$ cat src/rtl/auxctl_pkg.sv
package auxctl_pkg;
   localparam int AUXCTL_NREG = 7;

   typedef enum logic [2:0] {
      REG_CFG    = 3'd0,
      REG_DIAG   = 3'd1,
      REG_MODEM  = 3'd2,
      REG_AUX1   = 3'd3,
      REG_AUX2   = 3'd4,
      REG_LED    = 3'd5,
      REG_SYSCTL = 3'd6,
      REG_NONE   = 3'd7
   } auxctl_reg_e;
endpackage

$ cat src/rtl/auxctl_decode.sv
// Access legality: one hit bit per register when select, size and offset all match.
module auxctl_decode
   import auxctl_pkg::*;
#(
   parameter int LANES = 4,
   parameter int OFF_W = 2
) (
   input  logic [2:0]             reg_sel,
   input  logic [OFF_W-1:0]       off,
   input  logic [LANES-1:0]       be,
   output logic [AUXCTL_NREG-1:0] hit
);
   localparam logic [LANES-1:0] BE_BYTE = LANES'(1);
   localparam logic [LANES-1:0] BE_HALF = LANES'(3);
   localparam logic [LANES-1:0] BE_WORD = '1;

   for (genvar i = 0; i < AUXCTL_NREG; i++) begin : g_hit
      if (i == int'(REG_LED)) begin : g_half
         assign hit[i] = (reg_sel == 3'(i)) && (be == BE_HALF) && (off == '0);
      end else if (i == int'(REG_SYSCTL)) begin : g_word
         assign hit[i] = (reg_sel == 3'(i)) && (be == BE_WORD) && (off == '0);
      end else begin : g_byte
         assign hit[i] = (reg_sel == 3'(i)) && (be == BE_BYTE);
      end
   end
endmodule

$ cat src/rtl/auxctl_pwrfail.sv
// aux2 storage: power-off bit, sticky power-fail status, interrupt gate.
module auxctl_pwrfail #(
   parameter int BYTE_W   = 8,
   parameter int STAT_BIT = 5,
   parameter int OFF_BIT  = 0
) (
   input  logic              clk,
   input  logic              rst_n,
   input  logic              pfail_in,
   input  logic              irq_en,
   input  logic              wr_stb,
   input  logic              wr_off,
   input  logic              wr_clr,
   output logic [BYTE_W-1:0] aux2_q,
   output logic              irq
);
   logic              pf_prev;
   logic [BYTE_W-1:0] aux2_nxt;

   always_comb begin
      aux2_nxt = aux2_q;
      if (wr_stb) begin
         aux2_nxt           = '0;
         aux2_nxt[OFF_BIT]  = wr_off;
         aux2_nxt[STAT_BIT] = aux2_q[STAT_BIT] & ~wr_clr;
      end
      if (pfail_in != pf_prev) begin
         aux2_nxt[STAT_BIT] = pfail_in & irq_en;
      end
   end

   always_ff @(posedge clk) begin
      if (!rst_n) begin
         aux2_q  <= '0;
         pf_prev <= pfail_in;
      end else begin
         aux2_q  <= aux2_nxt;
         pf_prev <= pfail_in;
      end
   end

   assign irq = aux2_q[STAT_BIT] & irq_en;
endmodule

$ cat src/rtl/auxctl_pulse.sv
// Single-cycle strobe register.
module auxctl_pulse (
   input  logic clk,
   input  logic rst_n,
   input  logic fire,
   output logic pulse_q
);
   always_ff @(posedge clk) begin
      if (!rst_n) pulse_q <= 1'b0;
      else        pulse_q <= fire;
   end
endmodule

$ cat src/rtl/auxctl_regblk.sv
module auxctl_regblk
   import auxctl_pkg::*;
#(
   parameter int DATA_W        = 32,
   parameter int BYTE_W        = 8,
   parameter int LED_W         = 16,
   parameter int OFF_W         = 2,
   parameter int CFG_EN_BIT    = 0,
   parameter int AUX1_TC_BIT   = 1,
   parameter int AUX2_OFF_BIT  = 0,
   parameter int AUX2_CLR_BIT  = 2,
   parameter int AUX2_STAT_BIT = 5,
   parameter int SYS_RST_BIT   = 0
) (
   input  logic                clk,
   input  logic                rst_n,
   input  logic                pfail_in,
   input  logic                bus_valid,
   input  logic                bus_write,
   input  logic [2:0]          bus_reg,
   input  logic [OFF_W-1:0]    bus_off,
   input  logic [DATA_W/8-1:0] bus_be,
   input  logic [DATA_W-1:0]   bus_wdata,
   output logic                rd_valid,
   output logic [DATA_W-1:0]   rd_data,
   output logic                pf_irq,
   output logic                fd_tc_pulse,
   output logic                sys_rst_req
);
   localparam int LANES  = DATA_W / 8;
   localparam int NPULSE = 2;
   localparam logic [DATA_W-1:0] SYS_KEEP = ~(DATA_W'(1) << SYS_RST_BIT);

   // elaboration-time parameter checks
   if (DATA_W % 8 != 0 || LANES < 2) begin : g_bad_data_w
      $error("DATA_W must be a multiple of 8 and at least 16");
   end
   if (LED_W > DATA_W || LED_W != 16) begin : g_bad_led_w
      $error("LED_W must be 16 and fit in DATA_W");
   end
   if (BYTE_W != 8) begin : g_bad_byte_w
      $error("BYTE_W must be 8");
   end
   if (AUX2_STAT_BIT >= BYTE_W || AUX2_CLR_BIT >= BYTE_W || AUX2_OFF_BIT >= BYTE_W
       || AUX1_TC_BIT >= BYTE_W || CFG_EN_BIT >= BYTE_W) begin : g_bad_bits
      $error("byte register bit positions must fall inside BYTE_W");
   end
   if (SYS_RST_BIT >= DATA_W) begin : g_bad_sysbit
      $error("SYS_RST_BIT outside DATA_W");
   end

   auxctl_reg_e              reg_e;
   logic [AUXCTL_NREG-1:0]   hit;
   logic [AUXCTL_NREG-1:0]   we;
   logic [BYTE_W-1:0]        bdata;
   logic [LED_W-1:0]         hdata;
   logic [BYTE_W-1:0]        cfg_q, modem_q, aux1_q, diag_q, aux2_q;
   logic [LED_W-1:0]         led_q;
   logic [DATA_W-1:0]        sys_q;
   logic [DATA_W-1:0]        rd_mux;
   logic [NPULSE-1:0]        fire, pulse_q;

   assign reg_e = auxctl_reg_e'(bus_reg);
   assign bdata = bus_wdata[BYTE_W-1:0];
   assign hdata = bus_wdata[LED_W-1:0];

   auxctl_decode #(.LANES(LANES), .OFF_W(OFF_W)) u_decode (
      .reg_sel (bus_reg),
      .off     (bus_off),
      .be      (bus_be),
      .hit     (hit)
   );

   assign we = hit & {AUXCTL_NREG{bus_valid & bus_write}};

   // registers cleared by reset
   always_ff @(posedge clk) begin
      if (!rst_n) begin
         cfg_q   <= '0;
         modem_q <= '0;
         aux1_q  <= '0;
      end else begin
         if (we[REG_CFG])   cfg_q   <= bdata;
         if (we[REG_MODEM]) modem_q <= bdata;
         if (we[REG_AUX1])  aux1_q  <= bdata;
      end
   end

   // registers that hold their contents through reset
   always_ff @(posedge clk) begin
      if (we[REG_DIAG])   diag_q <= bdata;
      if (we[REG_LED])    led_q  <= hdata;
      if (we[REG_SYSCTL]) sys_q  <= bus_wdata & SYS_KEEP;
   end

   auxctl_pwrfail #(
      .BYTE_W   (BYTE_W),
      .STAT_BIT (AUX2_STAT_BIT),
      .OFF_BIT  (AUX2_OFF_BIT)
   ) u_pwrfail (
      .clk      (clk),
      .rst_n    (rst_n),
      .pfail_in (pfail_in),
      .irq_en   (cfg_q[CFG_EN_BIT]),
      .wr_stb   (we[REG_AUX2]),
      .wr_off   (bdata[AUX2_OFF_BIT]),
      .wr_clr   (bdata[AUX2_CLR_BIT]),
      .aux2_q   (aux2_q),
      .irq      (pf_irq)
   );

   assign fire[0] = we[REG_AUX1]   & bdata[AUX1_TC_BIT];
   assign fire[1] = we[REG_SYSCTL] & bus_wdata[SYS_RST_BIT];

   for (genvar k = 0; k < NPULSE; k++) begin : g_pulse
      auxctl_pulse u_pulse (
         .clk     (clk),
         .rst_n   (rst_n),
         .fire    (fire[k]),
         .pulse_q (pulse_q[k])
      );
   end

   assign fd_tc_pulse = pulse_q[0];
   assign sys_rst_req = pulse_q[1];

   always_comb begin
      rd_mux = '0;
      case (reg_e)
         REG_CFG:    if (hit[REG_CFG])    rd_mux = DATA_W'(cfg_q);
         REG_DIAG:   if (hit[REG_DIAG])   rd_mux = DATA_W'(diag_q);
         REG_MODEM:  if (hit[REG_MODEM])  rd_mux = DATA_W'(modem_q);
         REG_AUX1:   if (hit[REG_AUX1])   rd_mux = DATA_W'(aux1_q);
         REG_AUX2:   if (hit[REG_AUX2])   rd_mux = DATA_W'(aux2_q);
         REG_LED:    if (hit[REG_LED])    rd_mux = DATA_W'(led_q);
         REG_SYSCTL: if (hit[REG_SYSCTL]) rd_mux = sys_q;
         default:    rd_mux = '0;
      endcase
   end

   always_ff @(posedge clk) begin
      if (!rst_n) begin
         rd_valid <= 1'b0;
         rd_data  <= '0;
      end else begin
         rd_valid <= bus_valid & ~bus_write;
         rd_data  <= (bus_valid & ~bus_write) ? rd_mux : '0;
      end
   end
endmodule

$ cat config.mk
export PLATFORM = sky130hd
export DESIGN_NAME = auxctl_regblk
export DESIGN_NICKNAME = d
export VERILOG_FILES = /design/src/rtl/auxctl_pkg.sv /design/src/rtl/auxctl_decode.sv /design/src/rtl/auxctl_pwrfail.sv /design/src/rtl/auxctl_pulse.sv /design/src/rtl/auxctl_regblk.sv
export SDC_FILE = /design/constraint.sdc
export NUM_CORES = 1
export LEC_CHECK = 0
export BUFFER_PORTS_ARGS = -buffer_cell sky130_fd_sc_hd__buf_2
export CORE_MARGIN = 2
export CORE_UTILIZATION = 40
export CTS_CLUSTER_DIAMETER = 150
export CTS_CLUSTER_SIZE = 20
export DETAILED_ROUTE_END_ITERATION = 16
export PLACE_DENSITY_LB_ADDON = 0.3
export SETUP_SLACK_MARGIN = 0.2
export SYNTH_ARGS = -nofsm -noshare
export SYNTH_HDL_FRONTEND = slang
export SYNTH_HIERARCHICAL = 1
export SYNTH_SLANG_ARGS = --single-unit
$ cat constraint.sdc
create_clock -name clk -period 1.6 [get_ports clk]
set_input_delay 0.08 -clock clk [delete_from_list [all_inputs] [get_ports clk]]
set_output_delay 0.08 -clock clk [all_outputs]
set_load 0.005 [all_outputs]
# Word level (Yosys, flattened, before mapping)
# Index checks and enable logic that the tools add are counted.
# classes
eq_ne,10
n_mux,10
n_bitwise,10
n_reduce_logical,13
# op_table
operator,n
32-bit case mux with 7 select lines,1
32-bit two-way mux,1
8-bit two-way mux,4
16-bit two-way mux,1
6-bit two-way mux,2
3-bit == test (second input constant),3
1-bit logical AND,9
1-bit AND,7
7-bit AND,1
3-bit by 2-bit == test with 1-bit output (second input constant),2
4-bit by 1-bit == test with 1-bit output (second input constant),1
4-bit by 2-bit == test with 1-bit output (second input constant),1
4-bit == test (second input constant),1
3-bit by 1-bit == test with 1-bit output (second input constant),1
3-bit zero test,1
2-bit zero test,1
1-bit inverter,2
2-bit AND reduction,1
2-bit nonzero test,1
1-bit two-way mux,1
1-bit != test,1
# word_totals
ff_bits,117
in_bits,46
out_inout_bits,36
word_cells,56

# Longest topological paths before layout
# depth
ltp_word,6
mapped_depth,7

# By module
# Netlist, hierarchy kept.
# by_module_without_submodules
mod,n_inst,cells_each,area_each_um2,seq_area_each_um2
auxctl_regblk,1,267,3881.2,2792.7
auxctl_pwrfail,1,20,165.2,60.1
auxctl_decode,1,15,110.1,0.0
auxctl_pulse,2,2,26.3,20.0

# Worst setup path after synthesis
# OpenSTA, ideal clock, no wires.
# synth_path
kind,input-to-reg
from,in bus_off[1]
to,reg sys_q[10] (enable)
setup_time_ns,0.392
t_arrival_ns,1.312
t_required_ns,1.208
path_slack_ns,-0.103
cell_stages,3
path_cell_list,nand4b_1 -> nor3_1 -> and3_1
# synth_via
elab_chain_len,3
# synth_lines
item,line_no,rtl
from (decl),auxctl_regblk.sv:21,"input logic [OFF_W-1:0] bus_off,"
2-bit zero test,auxctl_decode.sv:21,assign hit[i] = (reg_sel == 3'(i)) && (be == BE_WORD) && (off == '0);
1-bit logical AND,auxctl_decode.sv:21,
named net hit[6],auxctl_regblk.sv:53,logic [AUXCTL_NREG-1:0] hit;
7-bit AND,auxctl_regblk.sv:74,assign we = hit & {AUXCTL_NREG{bus_valid & bus_write}};
to (signal assigned),auxctl_regblk.sv:93,if (we[REG_SYSCTL]) sys_q <= bus_wdata & SYS_KEEP;
to (decl),auxctl_regblk.sv:59,logic [DATA_W-1:0] sys_q;
# The timed path passes the listed nets, and every way through them passes these cells.
# A chain may end at the register's enable or synchronous reset.

# Worst setup path after layout
# layout_path
from,in bus_be[1]
to,reg rd_data[1]
# layout_rtl
item,line_no,rtl
from (decl),auxctl_regblk.sv:22,"input logic [DATA_W/8-1:0] bus_be,"
4-bit by 1-bit == test with 1-bit output,auxctl_decode.sv:23,assign hit[i] = (reg_sel == 3'(i)) && (be == BE_BYTE);
1-bit logical AND,auxctl_decode.sv:23,
named net hit[2],auxctl_regblk.sv:53,
8-bit two-way mux,auxctl_regblk.sv:132,REG_MODEM: if (hit[REG_MODEM]) rd_mux = DATA_W'(modem_q);
32-bit case mux with 7 select lines,auxctl_regblk.sv:129,case (reg_e)
to (signal assigned),auxctl_regblk.sv:147,rd_data <= (bus_valid & ~bus_write) ? rd_mux : '0;
to (decl),auxctl_regblk.sv:25,"output logic [DATA_W-1:0] rd_data,"
# The timed path passes the listed nets, and every way through them passes these cells.

==> impl_metrics.tcl <==
set metrics [dict create \
    ys_seq_elements 117 \
    synth_cells 306 \
    clock-sinks 117 \
    ys_seq_area_frac 0.687 \
    cts-root-buf "clkbuf_8" \
    path_delay_family "simple AND/OR/NAND/NOR gates" \
    cts_tree "done" \
    fmax_mhz 774 \
    p_total_uw 6780 \
    die_x_um 107 \
    num-fill-cells 866 \
    ant_nets 0 \
    powerDensity_nw_per_um2 1140 \
    grt_max_degree 28 \
    first_global_vias 3072 \
    cts_setup_buffers 0 \
    status "finished, final reports clean" \
    drc 0 \
    nNetsFinal 502 \
    portBuffers 81 \
    multi_input_area_sq_um 1250 \
    rows 37 \
    grt_use_total 0.175 \
    vdd_drop_max_v 0.000533 \
    drtIter0Drc 215 \
    crit_buf_inv 1 \
    htreeDepth 4 \
    use_met3 0.0432 \
    max_stage_delay_ns 0.44 \
    ios 82 \
    dp_hpwl_um 6080 \
    p_leak_uw 0.00238 \
    core_sq_um 10300 \
    grt_pass1_wl_um 15000 \
    setup_violations 0 \
    yosysTopAreaCell "edfxtp_1" \
    cts_buffers 17 \
    crit_chain "buf_2 > or3_4 > nor4b_4 > and4bb_2 > a222oi_1 > a31oi_1" \
    routed_wirelength_um 9250 \
    n_antenna_cell 0 \
    syn_area_per_cell_sq_um 13.8 \
    period_minus_slack_ns 1.29 \
    synth_area_sq_um 4210 \
    via_per_inst 4.87 \
    min_path_type "in2reg" \
    place.gp.congestion 0.802 \
    syn_to_final_growth_pct 40.9 \
    worst-path-max-fanout 8 \
    arrival_ns 1.71 \
    yosysTopAreaCellShare 0.392 \
    drive_above_1_share 0.341 \
    cp-end-kind "register" \
    crit_type "in2reg" \
    floorplan.initialDensity 0.410 \
    clkTransAtPathRegs_ns 0.06 \
    die_area_sq_um 11400 \
    via_count 2944 \
    slowest_stage "or3_4" \
    grt_util_met1 0.209 \
    clock_path_buffers 2 \
    yosysUniqueCellTypes 36 \
    globalRoute.busiestLayer "met2" \
    fin_crit_sh 0.808 \
    finClkSkew_ns 0.00897 \
    die_h_um 107 \
    start_kind "input port" \
    drv_slew 0 \
    grtUsageMet2 0.306 \
    grt_overflow 0 \
    first_pass_iters 5 \
    clock_latency_ns 0.50 \
    maxCapViolations 0 \
    netlist_top_cells_area "edfxtp_1 39%, dfxtp_1 29%, a22oi_1 4.5%" \
    final_cells 605 \
    register_area_sq_um 2890 \
    dpl.cell_count 539 \
    antenna_found_initial 0 \
    critPathRequiredTime_ns 2.02 \
    rsz0062_at_grt "no" \
    yosysWarnings 6 \
    worst_hold_slack_ns 0.0113 \
    fin_ws_ns 0.307 \
    place_worst_setup_slack_ns -0.153 \
    wl_per_cell_um 15.3 \
    final_core_util 0.577 \
    final_hold_viol_count 0 \
]
[final cells by class]
type | count | area share
Inverter | 2 | 0.00127
Tap cell | 136 | 0.0287
Sequential cell | 117 | 0.488
Clock buffer | 17 | 0.0698
Multi-Input combinational cell | 171 | 0.211
Timing Repair Buffer | 147 | 0.179
Clock inverter | 15 | 0.0230
[report_power, final]
part           leakage [uW]  internal [uW]  switching, uW
Sequential         0.000994           3130           1.92
Combinational       0.00113            129            107
Clock              0.000260           1970           1440
[metal layers]
layer  wire length (um)  vias to the layer above
met5                  0                        -
met4                 76                        0
met3                387                        9
met2               4830                       81
met1               3960                     1413
li1                   -                     1441
[cells by family (layout without fill, tap and decap cells)]
family | count (synthesis) | after routing | synth area share
flip-flops | 117 | 117 | 0.687
AND/OR/NAND/NOR | 98 | 98 | 0.148
AO/OA/AOI/OAI | 50 | 50 | 0.0913
buffers and inverters | 23 | 181 | 0.0324
multiplexers | 17 | 17 | 0.0404
other | 1 | 6 | 0.000891
[worst reg2reg max path, delay by kind of cell, from the launching register on]
family          cells  cell delay [ns]
compound gates      2             0.61
flops               1             0.38
[sequential cells by signal (all words and copies together), names as in the netlist]
signal,flops
cfg_q,8
u_pwrfail/pf_prev,1
led_q,16
diag_q,8
sys_q,31
u_pwrfail/aux2_q,2
rd_data,32
rd_valid,1
g_pulse.u_pulse/pulse_q,2
aux1_q,8
modem_q,8
[layout by cell type, fill, tap and decap left out, types with 4 or more instances in the layout]
| cell type | Yosys | routed |
|---|---|---|
| nor2b_1 | 16 | 16 |
| a22oi_1 | 25 | 25 |
| inv_8 | 0 | 4 |
| inv_6 | 0 | 6 |
| clkbuf_16 | 0 | 16 |
| dfxtp_1 | 62 | 62 |
| buf_4 | 8 | 26 |
| a31oi_1 | 9 | 9 |
| nand2_1 | 18 | 18 |
| a21boi_0 | 7 | 7 |
| mux2i_1 | 17 | 17 |
| clkinvlp_4 | 0 | 4 |
| buf_2 | 4 | 81 |
| conb_1 | 1 | 6 |
| nor2_1 | 11 | 11 |
| and2_1 | 22 | 22 |
| a222oi_1 | 7 | 7 |
| edfxtp_1 | 55 | 55 |
| dlygate4sd3_1 | 0 | 34 |
| buf_12 | 0 | 6 |
[synth_stat cells, drive strengths merged]
cell type and number:
conb 1, nor3b 1, a222oi 7, or4b 1
clkbuf 4, or3 1, nand3b 1, nor4 3
nand4 1, nor3 3, a21boi 7, o21a 1
a31oi 9, edfxtp 55, nor2 11, nor2b 16
inv 2, and4bb 3, dfxtp 62, nor4b 2
nand3 4, nand2 18, a311o 1, buf 17
mux2i 17, and3 5, nand4b 2, and4b 3
nand2b 1, a22oi 25, and2 22
[final timing paths]
check        startpoint     endpoint  slack [ns]  cells after the start
max           bus_be[1]   rd_data[1]        0.31                      6
min               rst_n     rd_valid        0.01                      4
max reg2reg    led_q[1]   rd_data[1]        0.48                      2
min reg2reg   sys_q[22]  rd_data[22]        0.44                      1
[metrics by stage]
step                TNS [ns]  cell area, sq um
floorplan                  0              4290
global placement       -3.12              5030
detailed placement     -5.00              5030
CTS                        0              5930
global route               0              5930
finish                     0              5930
[what timing repair did]
item / in CTS / in global routing
hold buffers: 34 / 0
setup endpoints to repair: 0 / 1
endpoints found under the hold margin: 85 / 0
resized for setup: 0 / 1
(Power assumes the default switching activity.)
